### config.mk
export PLATFORM = sky130hd
export DESIGN_NAME = hdf_dir_filter
export DESIGN_NICKNAME = d
export VERILOG_FILES = /design/src/rtl/hdf_pkg.sv /design/src/rtl/hdf_read_policy.sv /design/src/rtl/hdf_write_policy.sv /design/src/rtl/hdf_out_reg.sv /design/src/rtl/hdf_dir_filter.sv
export SDC_FILE = /design/constraint.sdc
export NUM_CORES = 1
export LEC_CHECK = 0
export CORE_AREA = 2 2 39 41
export CTS_CLUSTER_SIZE = 12
export DETAILED_ROUTE_END_ITERATION = 8
export DIE_AREA = 0 0 41 43
export PLACE_DENSITY = 0.66
export SETUP_SLACK_MARGIN = 0.02
export SLEW_MARGIN = 40
export SYNTH_ARGS = -nofsm -noshare
export SYNTH_HDL_FRONTEND = slang
export SYNTH_SLANG_ARGS = --single-unit
export TNS_END_PERCENT = 20
### constraint.sdc
create_clock -name clk -period 1.49 [get_ports clk]
set_clock_uncertainty 0.1 [all_clocks]
set_input_delay 0.149 -clock clk [delete_from_list [all_inputs] [get_ports clk]]
set_output_delay 0.149 -clock clk [all_outputs]
set_load 0.005 [all_outputs]
### src/rtl/hdf_pkg.sv
package hdf_pkg;

    typedef enum logic [2:0] {
        REQ_RD   = 3'd0,
        REQ_RDEX = 3'd1,
        REQ_EX   = 3'd2,
        REQ_ITOD = 3'd3,
        REQ_WB   = 3'd4,
        REQ_REPL = 3'd5,
        REQ_RSV6 = 3'd6,
        REQ_RSV7 = 3'd7
    } req_kind_e;

    typedef enum logic [1:0] {
        L2_INV   = 2'd0,
        L2_VALID = 2'd1,
        L2_NEXCL = 2'd2,
        L2_RSV   = 2'd3
    } l2_state_e;

    typedef enum logic [1:0] {
        DIR_UNC     = 2'd0,
        DIR_SHR_PTR = 2'd1,
        DIR_SHR_VEC = 2'd2,
        DIR_EXCL    = 2'd3
    } dir_state_e;

    typedef enum logic [1:0] {
        RD_NONE = 2'd0,
        RD_HALF = 2'd1,
        RD_FULL = 2'd2
    } rd_amt_e;

    typedef enum logic [1:0] {
        WR_NONE  = 2'd0,
        WR_DUMMY = 2'd1,
        WR_PECC  = 2'd2,
        WR_FULL  = 2'd3
    } wr_kind_e;

    typedef struct packed {
        rd_amt_e  rd;
        wr_kind_e wr;
        logic     l2_data;
        logic     drop;
    } decision_t;

    localparam int DEC_W = $bits(decision_t);

    function automatic logic kind_legal(req_kind_e k);
        return (k != REQ_RSV6) && (k != REQ_RSV7);
    endfunction

    function automatic dir_state_e effective_dir(l2_state_e l2, dir_state_e d);
        return (l2 == L2_NEXCL) ? DIR_UNC : d;
    endfunction

endpackage

### src/rtl/hdf_read_policy.sv
module hdf_read_policy
    import hdf_pkg::*;
(
    input  req_kind_e kind,
    input  logic      remote,
    input  l2_state_e l2,
    output rd_amt_e   rd_amt
);
    always_comb begin
        rd_amt = RD_NONE;
        if (kind_legal(kind) && l2 != L2_NEXCL) begin
            if (remote) begin
                case (kind)
                    REQ_WB, REQ_REPL: rd_amt = RD_HALF;
                    default:          rd_amt = RD_FULL;
                endcase
            end else begin
                case (kind)
                    REQ_RD:                     rd_amt = RD_HALF;
                    REQ_RDEX, REQ_EX, REQ_ITOD: rd_amt = RD_FULL;
                    default:                    rd_amt = RD_NONE;
                endcase
            end
        end
    end
endmodule

### src/rtl/hdf_write_policy.sv
module hdf_write_policy
    import hdf_pkg::*;
(
    input  req_kind_e  kind,
    input  logic       remote,
    input  l2_state_e  l2,
    input  dir_state_e dir,
    input  logic       owner_hit,
    output wr_kind_e   wr_kind,
    output logic       l2_data,
    output logic       drop
);
    dir_state_e eff;
    logic       owner_eff;
    logic       remote_copy;

    assign eff         = effective_dir(l2, dir);
    assign owner_eff   = (l2 == L2_NEXCL) ? 1'b0 : owner_hit;
    assign remote_copy = (eff != DIR_UNC);

    always_comb begin
        wr_kind = WR_NONE;
        drop    = 1'b0;
        case (kind)
            REQ_RD: begin
                if (remote) wr_kind = (eff == DIR_EXCL) ? WR_DUMMY : WR_PECC;
            end
            REQ_RDEX, REQ_ITOD: begin
                if (remote || remote_copy) wr_kind = WR_DUMMY;
            end
            REQ_EX: begin
                if (eff == DIR_EXCL)            drop    = 1'b1;
                else if (remote || remote_copy) wr_kind = WR_DUMMY;
            end
            REQ_WB: begin
                if (!remote)                                wr_kind = WR_FULL;
                else if (eff == DIR_EXCL && owner_eff)      wr_kind = WR_FULL;
                else                                        drop    = 1'b1;
            end
            REQ_REPL: begin
                if (remote) wr_kind = WR_DUMMY;
            end
            default: drop = 1'b1;
        endcase
    end

    assign l2_data = ((kind == REQ_RD) || (kind == REQ_RDEX)) &&
                     ((l2 == L2_VALID) || (l2 == L2_NEXCL));
endmodule

### src/rtl/hdf_out_reg.sv
module hdf_out_reg #(
    parameter int W = 8
) (
    input  logic         clk,
    input  logic         rst,
    input  logic         in_valid,
    output logic         in_ready,
    input  logic [W-1:0] in_data,
    output logic         out_valid,
    input  logic         out_ready,
    output logic [W-1:0] out_data
);
    assign in_ready = !out_valid || out_ready;

    always_ff @(posedge clk) begin
        if (rst) begin
            out_valid <= 1'b0;
            out_data  <= '0;
        end else if (in_ready) begin
            out_valid <= in_valid;
            if (in_valid) out_data <= in_data;
        end
    end
endmodule

### src/rtl/hdf_dir_filter.sv
module hdf_dir_filter
    import hdf_pkg::*;
(
    input  logic       clk,
    input  logic       rst,
    input  logic       req_valid,
    output logic       req_ready,
    input  logic [2:0] req_kind,
    input  logic       req_remote,
    input  logic [1:0] l2_state,
    input  logic [1:0] dir_state,
    input  logic       dir_owner_hit,
    output logic       dec_valid,
    input  logic       dec_ready,
    output logic [1:0] dec_rd_amt,
    output logic [1:0] dec_wr_kind,
    output logic       dec_l2_data,
    output logic       dec_drop
);
    req_kind_e  kind_t;
    l2_state_e  l2_t;
    dir_state_e dir_t;
    decision_t  nxt;
    decision_t  cur;
    logic [DEC_W-1:0] cur_bits;

    assign kind_t = req_kind_e'(req_kind);
    assign l2_t   = l2_state_e'(l2_state);
    assign dir_t  = dir_state_e'(dir_state);

    hdf_read_policy u_rd (
        .kind   (kind_t),
        .remote (req_remote),
        .l2     (l2_t),
        .rd_amt (nxt.rd)
    );

    hdf_write_policy u_wr (
        .kind      (kind_t),
        .remote    (req_remote),
        .l2        (l2_t),
        .dir       (dir_t),
        .owner_hit (dir_owner_hit),
        .wr_kind   (nxt.wr),
        .l2_data   (nxt.l2_data),
        .drop      (nxt.drop)
    );

    hdf_out_reg #(.W(DEC_W)) u_oreg (
        .clk       (clk),
        .rst       (rst),
        .in_valid  (req_valid),
        .in_ready  (req_ready),
        .in_data   (nxt),
        .out_valid (dec_valid),
        .out_ready (dec_ready),
        .out_data  (cur_bits)
    );

    assign cur         = decision_t'(cur_bits);
    assign dec_rd_amt  = cur.rd;
    assign dec_wr_kind = cur.wr;
    assign dec_l2_data = cur.l2_data;
    assign dec_drop    = cur.drop;
endmodule

==> flow_summary.json <==
{
  "netlist_instances": 51,
  "synth_area_um2": 427,
  "final_area_um2": 778,
  "ctsRootBufferMaster": "clkbuf_4",
  "cts.clk_slew.worst_paths_ns": 0.05,
  "grt_pass1_wl_um": 1880,
  "hold_violations": 0,
  "async_flop_share_pct": 0,
  "outcome": "finished clean",
  "crit_family": "buffers and inverters",
  "die_y_um": 43,
  "finalSetupViolations": 0,
  "vias_per_cell": 4.77,
  "drt_wl_total_um": 1140,
  "start_util_pct": 30.8,
  "tightest_slew_ns": 0.236,
  "synthTopCellsByArea": "dfxtp_1 (33%), a21oi_1 (8.2%), nand3b_4 (4.7%)",
  "r2r_slack_ns": 0.24,
  "finalNetCount": 99,
  "yosysWarnings": 0,
  "synth_flop_cell": "dfxtp_1",
  "die_area_um2": 1760,
  "ys_ff_latch": 7,
  "slew_viol_final": 0,
  "ctsHoldBuffers": 0,
  "path_class": "flop to primary output",
  "synth_common_cells": "a21oi_1 (7), dfxtp_1 (7), inv_1 (4), nor2_1 (4)",
  "grt_max_degree": 7,
  "yosys.area.top_type": "dfxtp_1",
  "synth_nets": 65,
  "fill_cells": 128,
  "start_kind": "flop",
  "critical_path.max_stage_delay_ns": 0.52,
  "syn_to_final_growth_pct": 82.4,
  "timing.setup.tns_ns": 0,
  "clkLatencyLatePin_ns": 0.25,
  "cts_tree": "built",
  "drive_gt1_share_pct": 26.2,
  "fmax_ghz": 0.719,
  "placed_cell_area_um2": 701,
  "avgRoutedWirePerCell_um": 11.4,
  "cp_num_buf_inv": 1,
  "first_pass_iters": 4,
  "cts-buffers-inserted": 3,
  "clock-sinks": 7,
  "vias": 477,
  "port_buffers": 20,
  "worstPathCellList": "clkdlybuf4s50_1",
  "cp.required_ns": 1.24,
  "whs_ns": 0.239,
  "ios": 21,
  "crit_path_end_kind": "primary output",
  "seq_area_frac_synth_pct": 32.8,
  "irDropWorstVdd_uv": 404,
  "slowest_stage": "clkdlybuf4s50_1",
  "slew_headroom_pct": 84.2,
  "rsz0062_at_grt": "false",
  "place.gp.congestion": 0.722,
  "drv_cap": 0,
  "drc": 0,
  "fin_util_pct": 56.2,
  "synth_edf_count": 0,
  "rr_startpoint": "u_oreg.out_valid",
  "power.leakage_nw": 0.365,
  "timing.final.crit_share_pct": 93.3,
  "min_from": "req_kind[1]",
  "crit_arrival_ns": 1.14,
  "cp_max_fo": 2,
  "syn_area_per_cell_um2": 8.37,
  "hold_class": "input pin to flop",
  "regToRegEndpoint": "u_oreg.out_data[3]",
  "finalPower_w": 0.000527,
  "min_path_cells": 3,
  "rows": 14,
  "die_w_um": 41,
  "rr_worst_depth": 4,
  "n_antenna_cell": 0,
  "min_to": "u_oreg.out_data[1]",
  "dr.first_iter.drc_count": 4,
  "synth_top_area_share_pct": 32.8,
  "clockBufferDepth": 2,
  "grt.overflow.total": 0,
  "grt_usage_pct": 15.7,
  "grt_antenna_before_repair": 0,
  "synth.distinct_cells": 27,
  "min_period_ns": 1.39,
  "core-area_um2": 1380,
  "cts_max_level": 1,
  "power.density_nw_per_um2": 678,
  "ant_nets": 0,
  "grt_pass1_vias": 484
}
worst max path at each step:
stage / depth (start not counted) / from / end / slack (ns)
2_1_floorplan: 6 / l2_state[0] / u_oreg.out_data[2] / 0.16
3_3_place_gp: 7 / l2_state[0] / u_oreg.out_data[2] / -0.38
3_5_place_dp: 7 / l2_state[0] / u_oreg.out_data[2] / -0.39
4_1_cts: 3 / dec_ready / req_ready / 0.005
5_1_grt: 7 / l2_state[0] / u_oreg.out_data[2] / 0.03
6_report: 1 / u_oreg.out_valid / dec_valid / 0.1
state kept, by name (all words and copies together) (netlist names):
| name | flops |
|---|---|
| u_oreg.out_valid | 1 |
| u_oreg.out_data | 6 |
power by group:
part | switching, W | total, W | internal, W | leakage, nW
Combinational | 0.0000570 | 0.000151 | 0.0000939 | 0.292
Sequential | 0.00000544 | 0.000203 | 0.000197 | 0.0574
Clock | 0.0000712 | 0.000173 | 0.000102 | 0.0150
Total | 0.000134 | 0.000527 | 0.000394 | 0.365
logic make-up (layout without fill, tap and decap cells):
family	count (synthesis)	count (layout)	synth area share [%]
flops	7	7	32.8
simple gates	18	18	29.3
fa+ha+maj	1	1	2.93
mux	1	1	2.35
buf+inv	7	40	6.74
compound gates	17	17	25.8
placed cells by master (no fill, tap or decap), types with 2 or more instances in the layout:
cell,synthesis,final
clkdlybuf4s50_1,0,13
buf_4,0,12
a21oi_1,7,7
dfxtp_1,7,7
dlymetal6s2s_1,0,5
inv_1,4,4
nor2_1,4,4
nor3_1,3,3
o21ai_0,3,3
clkbuf_4,0,3
nand2_1,2,2
or4_1,2,2
dlygate4sd2_1,0,2
layout make-up:
cell class	instances	area (um^2)	share of cell area [%]
repair buffers	32	300	38.6
multi-input cells	37	277	35.5
flip-flops and latches	7	140	18.0
clock buffers	4	26.3	3.38
well taps	16	20.0	2.57
inverters	4	15.0	1.93
per-layer routing:
layer	vias to the layer above	share of wire, %	track usage [%]
li1	250	-	-
met1	206	46	19.5
met3	2	6.6	1.57
met5	-	0	0
met2	19	46	23.4
met4	0	1.2	12.0
repair_timing:
item,CTS,global route
setup endpoints to repair,3,2
resized for setup,5,5
pin swaps,3,0
setup buffers,3,0
per-stage QoR:
stage                     std cells  setup slack [ns]
after global placement           93            -0.379
after detailed placement         93            -0.395
after CTS                       100           0.00540
after floorplan                  51             0.158
after global routing            100            0.0274
final                           100            0.0991
Power figures use the tool's default switching activity.
